`src/rtl/tty_pkg.sv`:
```
package tty_pkg;
  localparam int ADDR_W = 6;

  localparam logic [ADDR_W-1:0] OFF_PUT   = 6'h00;
  localparam logic [ADDR_W-1:0] OFF_COUNT = 6'h04;
  localparam logic [ADDR_W-1:0] OFF_CMD   = 6'h08;
  localparam logic [ADDR_W-1:0] OFF_PLO   = 6'h10;
  localparam logic [ADDR_W-1:0] OFF_LEN   = 6'h14;
  localparam logic [ADDR_W-1:0] OFF_PHI   = 6'h18;
  localparam logic [ADDR_W-1:0] OFF_VER   = 6'h20;

  localparam logic [31:0] VERSION_VAL = 32'd1;

  typedef enum logic [1:0] {
    CMD_IRQ_OFF = 2'd0,
    CMD_IRQ_ON  = 2'd1,
    CMD_SEND    = 2'd2,
    CMD_RECV    = 2'd3
  } cmd_e;

  typedef struct packed {
    logic putChar;
    logic ptrLo;
    logic ptrHi;
    logic lenWr;
    logic irqOn;
    logic irqOff;
  } strobe_t;
endpackage

```
`src/rtl/tty_ctrl.sv`:
```
module tty_ctrl
  import tty_pkg::*;
(
  input  logic              clk,
  input  logic              rstN,
  input  logic              busValid,
  input  logic              busWrite,
  input  logic [ADDR_W-1:0] busAddr,
  input  logic [31:0]       busWdata,
  input  logic              skidFull,
  input  logic              xferBusy,
  output logic              busReady,
  output strobe_t           strb,
  output logic              xferStart,
  output logic              xferDir
);
  logic isWr, hitPut, hitCmd, hitCfg, accWr, cmdLegal;
  cmd_e cmdCode;

  always_comb begin
    isWr     = busValid && busWrite;
    hitPut   = (busAddr == OFF_PUT);
    hitCmd   = (busAddr == OFF_CMD);
    hitCfg   = hitCmd || (busAddr == OFF_PLO) || (busAddr == OFF_LEN) || (busAddr == OFF_PHI);
    busReady = !(isWr && ((hitPut && skidFull) || (hitCfg && xferBusy)));
    accWr    = isWr && busReady;
    cmdLegal = (busWdata[31:2] == '0);
    cmdCode  = cmd_e'(busWdata[1:0]);

    strb         = '0;
    strb.putChar = accWr && hitPut;
    strb.ptrLo   = accWr && (busAddr == OFF_PLO);
    strb.ptrHi   = accWr && (busAddr == OFF_PHI);
    strb.lenWr   = accWr && (busAddr == OFF_LEN);
    strb.irqOn   = accWr && hitCmd && cmdLegal && (cmdCode == CMD_IRQ_ON);
    strb.irqOff  = accWr && hitCmd && cmdLegal && (cmdCode == CMD_IRQ_OFF);
    xferStart    = accWr && hitCmd && cmdLegal &&
                   ((cmdCode == CMD_SEND) || (cmdCode == CMD_RECV));
    xferDir      = (cmdCode == CMD_RECV);
  end


  put_stall_chk: assert property (@(posedge clk) disable iff (!rstN)
    (busValid && busWrite && busAddr == OFF_PUT && skidFull) |-> !busReady);


  busy_nostart_chk: assert property (@(posedge clk) disable iff (!rstN)
    xferBusy |-> !xferStart);


  start_has_write_chk: assert property (@(posedge clk) disable iff (!rstN)
    xferStart |-> (busValid && busWrite && busAddr == OFF_CMD));
endmodule

```
`src/rtl/tty_dpath.sv`:
```
module tty_dpath
  import tty_pkg::*;
#(
  parameter int DEPTH = 128
) (
  input  logic              clk,
  input  logic              rstN,
  input  strobe_t           strb,
  input  logic [ADDR_W-1:0] busAddr,
  input  logic [31:0]       busWdata,
  output logic [31:0]       busRdata,
  input  logic              rxValid,
  input  logic [7:0]        rxData,
  output logic              rxReady,
  output logic              txValid,
  output logic [7:0]        txData,
  input  logic              txReady,
  output logic              skidFull,
  output logic              irq,
  output logic [63:0]       xferPtr,
  output logic [31:0]       xferLen,
  input  logic              xferPop,
  output logic [7:0]        popData,
  output logic              popValid
);
  localparam int IDX_W = (DEPTH > 1) ? $clog2(DEPTH) : 1;
  localparam int CNT_W = $clog2(DEPTH + 1);
  localparam logic [IDX_W-1:0] LAST_IDX = IDX_W'(DEPTH - 1);
  localparam logic [CNT_W-1:0] FULL_CNT = CNT_W'(DEPTH);

  logic [7:0]       fifoMem [DEPTH];
  logic [IDX_W-1:0] wrIdx, rdIdx;
  logic [CNT_W-1:0] count;
  logic             intEn;
  logic [31:0]      ptrLoQ, ptrHiQ, lenQ;
  logic [7:0]       skidByte;
  logic             pushEv, popEv;

  assign rxReady  = (count != FULL_CNT);
  assign popValid = (count != '0);
  assign popData  = fifoMem[rdIdx];
  assign pushEv   = rxValid && rxReady;
  assign popEv    = xferPop && popValid;
  assign irq      = intEn && popValid;
  assign txValid  = skidFull;
  assign txData   = skidByte;
  assign xferPtr  = {ptrHiQ, ptrLoQ};
  assign xferLen  = lenQ;

  always_ff @(posedge clk) begin
    if (pushEv) fifoMem[wrIdx] <= rxData;
  end

  always_ff @(posedge clk) begin
    if (!rstN) begin
      wrIdx <= '0;
      rdIdx <= '0;
      count <= '0;
    end else begin
      if (pushEv) wrIdx <= (wrIdx == LAST_IDX) ? '0 : wrIdx + 1'b1;
      if (popEv)  rdIdx <= (rdIdx == LAST_IDX) ? '0 : rdIdx + 1'b1;
      case ({pushEv, popEv})
        2'b10:   count <= count + 1'b1;
        2'b01:   count <= count - 1'b1;
        default: count <= count;
      endcase
    end
  end

  always_ff @(posedge clk) begin
    if (!rstN) begin
      intEn    <= 1'b0;
      ptrLoQ   <= '0;
      ptrHiQ   <= '0;
      lenQ     <= '0;
      skidFull <= 1'b0;
      skidByte <= '0;
    end else begin
      if (strb.irqOn)  intEn  <= 1'b1;
      if (strb.irqOff) intEn  <= 1'b0;
      if (strb.ptrLo)  ptrLoQ <= busWdata;
      if (strb.ptrHi)  ptrHiQ <= busWdata;
      if (strb.lenWr)  lenQ   <= busWdata;
      if (strb.putChar) begin
        skidFull <= 1'b1;
        skidByte <= busWdata[7:0];
      end else if (txReady) begin
        skidFull <= 1'b0;
      end
    end
  end

  always_comb begin
    busRdata = '0;
    if (busAddr == OFF_COUNT) busRdata = 32'(count);
    else if (busAddr == OFF_VER) busRdata = VERSION_VAL;
  end


  count_hold_chk: assert property (@(posedge clk) disable iff (!rstN)
    (!pushEv && !popEv) |=> $stable(count));


  no_overflow_chk: assert property (@(posedge clk) disable iff (!rstN)
    (count == FULL_CNT && !popEv) |=> !rxReady);


  tx_hold_chk: assert property (@(posedge clk) disable iff (!rstN)
    (txValid && !txReady) |=> (txValid && $stable(txData)));


  irq_off_chk: assert property (@(posedge clk) disable iff (!rstN)
    strb.irqOff |=> !irq);
endmodule

```
`src/rtl/tty_console.sv`:
```
module tty_console
  import tty_pkg::*;
#(
  parameter int DEPTH = 128
) (
  input  logic        clk,
  input  logic        rstN,
  input  logic        busValid,
  input  logic        busWrite,
  input  logic [5:0]  busAddr,
  input  logic [31:0] busWdata,
  output logic        busReady,
  output logic [31:0] busRdata,
  input  logic        rxValid,
  input  logic [7:0]  rxData,
  output logic        rxReady,
  output logic        txValid,
  output logic [7:0]  txData,
  input  logic        txReady,
  output logic        irq,
  output logic        xferStart,
  output logic        xferDir,
  output logic [63:0] xferPtr,
  output logic [31:0] xferLen,
  input  logic        xferBusy,
  input  logic        xferPop,
  output logic [7:0]  popData,
  output logic        popValid
);
  strobe_t strb;
  logic    skidFull;

  tty_ctrl u_ctrl (
    .clk(clk), .rstN(rstN), .busValid(busValid), .busWrite(busWrite),
    .busAddr(busAddr), .busWdata(busWdata), .skidFull(skidFull),
    .xferBusy(xferBusy), .busReady(busReady), .strb(strb),
    .xferStart(xferStart), .xferDir(xferDir)
  );

  tty_dpath #(.DEPTH(DEPTH)) u_dpath (
    .clk(clk), .rstN(rstN), .strb(strb), .busAddr(busAddr),
    .busWdata(busWdata), .busRdata(busRdata), .rxValid(rxValid),
    .rxData(rxData), .rxReady(rxReady), .txValid(txValid), .txData(txData),
    .txReady(txReady), .skidFull(skidFull), .irq(irq), .xferPtr(xferPtr),
    .xferLen(xferLen), .xferPop(xferPop), .popData(popData),
    .popValid(popValid)
  );
endmodule

```
`config.mk`:
```
export PLATFORM = sky130hd
export DESIGN_NAME = tty_console
export DESIGN_NICKNAME = d
export VERILOG_FILES = /design/src/rtl/tty_pkg.sv /design/src/rtl/tty_ctrl.sv /design/src/rtl/tty_dpath.sv /design/src/rtl/tty_console.sv
export SDC_FILE = /design/constraint.sdc
export NUM_CORES = 1
export LEC_CHECK = 0
export CAP_MARGIN = 20
export CORE_ASPECT_RATIO = 1.25
export CORE_MARGIN = 3
export CORE_UTILIZATION = 63
export CTS_BUF_LIST = sky130_fd_sc_hd__clkbuf_2
export DETAILED_ROUTE_END_ITERATION = 8
export HOLD_SLACK_MARGIN = 0.06
export PLACE_DENSITY_LB_ADDON = 0.15
export SYNTH_ARGS = -nofsm -noshare
export SYNTH_HDL_FRONTEND = slang
export SYNTH_SLANG_ARGS = --single-unit
```
`constraint.sdc`:
```
create_clock -name clk -period 3.6 [get_ports clk]
set_input_delay 0.72 -clock clk [delete_from_list [all_inputs] [get_ports clk]]
set_output_delay 0.72 -clock clk [all_outputs]
set_load 0.02 [all_outputs]
```
==> impl_metrics.py <==
metrics = {
    "power_and_ir_drop": {
        "switchingPower_uw": 7960,
        "p_clk_share_pct": 27.1,
        "comb_power_share_pct": 21.8,
        "power.total_uw": 28900,
        "p_per_area_nw_per_um2": 526,
        "p_seq_share_pct": 51.1,
        "cellLeakagePower_uw": 0.0183,
        "swShare_pct": 27.6,
        "ir_drop_mv": 0.422,
        "intPower_uw": 20900,
    },
    "setup_path": {
        "endpoint_kind": "output pin",
        "path_buf_inv": 3,
        "cp_top_family": "simple AND/OR/NAND/NOR gates",
        "cp.required_ns": 2.88,
        "cp.arrival_ns": 3.95,
        "crit_type": "flop to output pin",
        "timing.critical_path.cells": "and4b_1 > buf_4 > a221oi_4 > nand4_1 > or4_4 > o31ai_4 > buf_6 > or3_1 > buf_6",
        "cp_slowest_cell": "or4_4",
        "path_common_cell": "buf_6",
        "critPathMaxFanout": 12,
        "slowest_delay_ns": 0.63,
        "start_kind": "flop",
    },
    "clock_network": {
        "cts_buffers": 281,
        "cts_root_buf": "clkbuf_2",
        "clock-sinks": 1159,
        "cts_buffer_depth": 4,
        "h-tree-depth": 5,
        "clk_latency_ns": 1.43,
        "cts_tree": "built",
        "path_clk_slew_ns": 0.12,
    },
    "place": {
        "placed_cells": 3971,
        "port_buffers": 180,
        "place_hpwl_um": 71600,
        "preCtsSetupSlack_ns": -0.431,
        "placed_area_um2": 50600,
        "gp_congestion": 0.886,
    },
    "detailed_routing": {
        "drtIter0Drc": 2593,
        "via_count": 27600,
        "avgViaCountPerCell": 6.10,
        "routed_wl_um": 115000,
        "drc_errors": 0,
        "wl_per_cell_um": 25.4,
        "first_pass_iters": 6,
        "antenna_left": 0,
    },
    "cells_and_area": {
        "finalNonFillerCells": 4523,
        "design_area_um2": 54900,
        "area_growth_pct": 20.1,
        "drive_above_1_share_pct": 29.3,
        "fin_nets": 3467,
    },
    "synth": {
        "synthCells": 2706,
        "synth_cell_type_count": 71,
        "async_reset_ff_share_pct": 0,
        "yosys_warnings": 0,
        "synth_area_um2": 45700,
        "syn-mean-instance-area_um2": 16.9,
        "ys_seq_area_share_pct": 73.1,
        "ys_seq_elements": 1159,
        "ys.flop_type": "edfxtp_1",
        "synth_edf_count": 1024,
    },
    "grt": {
        "grt_start_max_net_pins": 86,
        "grt_usage_pct": 30.4,
        "grt_pass1_vias": 28900,
        "grt_overflow": 0,
        "grt_pass1_wl_um": 172000,
        "antenna_found_initial": 3,
    },
    "floorplanning": {
        "fp.dieW_um": 247,
        "dieArea_um2": 75900,
        "io_pins": 205,
        "initial_core_util_pct": 64.1,
        "coreArea_um2": 71300,
        "row_count": 109,
        "fp.dieH_um": 307,
    },
    "timing": {
        "period_minus_slack_ns": 4.67,
        "hold_ws_ns": 0.274,
        "period_share_pct": 130,
        "grt_setup_unrepaired": "yes",
        "finClkSkew_ns": 0.112,
        "worstMarginPinSlew_ns": 1.09,
        "setup_viol": 11,
        "drv_slew": 0,
        "max_freq_mhz": 214,
        "slew-limit-headroom_pct": 27.1,
        "hold_viol": 0,
        "setup_ws_ns": -1.07,
    },
    "job": {
        "drv_cap": 0,
    },
    "run_status": {
        "violations": "setup timing",
        "status": "complete, but fails checks",
    },
    "hold_path": {
        "hold_path_class": "primary input to flop",
    },
}
## path summary, 6_finish.rpt
kind	startpoint	endpoint	slack [ns]	depth (start not counted)
hold / removal	busAddr[2]	u_dpath.skidFull$_SDFFE_PN0P_	0.27	5
hold reg to reg	u_dpath.xferLen[6]$_SDFFE_PN0P_	u_dpath.xferLen[6]$_SDFFE_PN0P_	0.46	2
setup / recovery	flop	popData[7]	-1.07	9
setup reg to reg	u_dpath.count[4]$_SDFFE_PN0P_	u_dpath.count[4]$_SDFFE_PN0P_	0.28	13
## cell usage in the layout (no fill, tap or decap), types with 14 or more instances in the layout
master	instances
a21oi_1	23
a221oi_1	24
a221oi_2	21
a22o_1	30
a22oi_1	38
and2_1	16
buf_12	50
buf_4	286
buf_6	21
clkbuf_2	397
clkdlybuf4s50_1	154
clkinv_1	38
conb_1	24
dfxtp_1	129
dlygate4sd3_1	48
edfxtp_1	1024
mux2i_1	412
mux4_2	96
nand2_1	208
nand3_1	14
nand4_1	28
nor2_1	150
nor2b_1	21
o22ai_1	16
o22ai_2	20
## kinds of logic (layout without fill, tap and decap cells)
family | Yosys count | in the layout | share of synthesized area [%]
AOI/OAI and AO/OA | 263 | 263 | 4.25
xor gates and xnor gates | 16 | 16 | 0.306
adders and majority gates | 5 | 5 | 0.137
buffers and inverters | 197 | 1041 | 2.55
DFF | 1159 | 1159 | 73.1
muxes | 524 | 524 | 14.1
other | 1 | 31 | 0.00820
and+or+nand+nor | 541 | 541 | 5.50
## per-layer routing
metal	share of wire [%]	routed length [µm]	track usage, %
met5	0	0	0
met2	50	57400	50.2
met3	8.4	9690	7.25
met4	4.1	4680	12.9
met1	37	43000	39.1
## worst reg2reg max path: stages, from the launching register on
cell     delay (ns)
dfxtp_1        0.40
or4_4          0.51
buf_4          0.17
o41ai_4        0.35
inv_2          0.11
ha_1           0.28
xor2_1         0.18
ha_1           0.21
a21oi_1        0.34
nor3b_1        0.08
o21ai_0        0.16
a21oi_1        0.12
xnor2_1        0.15
and2_1         0.16
## through the flow
stage	utilization, %	TNS (ns)
detailed placement	70.9	-1.71
finish	77.0	-8.50
global route	77.0	-10.87
global placement	70.9	-1.25
floorplan	-	0
CTS	76.2	-10.80
## synthesized netlist by cell type (all sizes together), types with 5 or more instances
cell type / instances / area share, %
nor3: 21 / 0.23
a22oi: 44 / 0.72
and2: 18 / 0.25
nand3: 16 / 0.19
buf: 127 / 2.0
xnor2: 9 / 0.17
edfxtp: 1024 / 67
nor2b: 25 / 0.34
mux2i: 426 / 9.3
a21oi: 32 / 0.35
nand4: 28 / 0.38
o22ai: 47 / 0.64
dfxtp: 135 / 5.9
o21ai: 25 / 0.27
or3: 17 / 0.24
a221oi: 47 / 0.91
nor4: 13 / 0.18
o31ai: 7 / 0.11
xor2: 7 / 0.13
clkbuf: 60 / 0.49
inv: 10 / 0.082
nor2: 157 / 1.3
ha: 5 / 0.14
or4: 10 / 0.17
mux4: 96 / 4.7
a22o: 30 / 0.57
nand2: 211 / 1.7
a221o: 8 / 0.18
## sequential cells by signal, summed over array words and instances, names as in the netlist, named ones only
register and cells:
u_dpath.intEn 1, u_dpath.txData 8, u_dpath.wrIdx 7, u_dpath.ptrLoQ 32, u_dpath.xferLen 32, u_dpath.fifoMem 1024, u_dpath.ptrHiQ 32, u_dpath.skidFull 1
u_dpath.rdIdx 7, u_dpath.count 8
## power by group through the flow
| stage | combinational, µW | clock (µW) | sequential [µW] |
|---|---|---|---|
| after global placement | 4970 | 0 | 15000 |
| after CTS | 5970 | 7950 | 14800 |
| after global routing | 6600 | 8670 | 14800 |
| after floorplan | 3340 | 0 | 15000 |
| final | 6310 | 7810 | 14800 |
| after detailed placement | 5090 | 0 | 15100 |
## repair_timing
action	4_1_cts	5_1_grt
hold buffers	48	0
endpoints found under the setup margin	18	18
buffers inserted	28	18
endpoints found under the hold margin	959	0
gates resized for setup	194	87
cloned	10	1
pin swaps	33	30
## area by class of cell
type / count / area (µm²)
Fill cell: 3968 / 16400
Multi-Input combinational cell: 1373 / 12100
Antenna cell: 7 / 17.5
Clock inverter: 51 / 228
Timing Repair Buffer: 583 / 5910
Sequential cell: 1159 / 33500
Clock buffer: 397 / 1990
Inverter: 10 / 37.5
Tap cell: 943 / 1180
(Power assumes the default switching activity.)
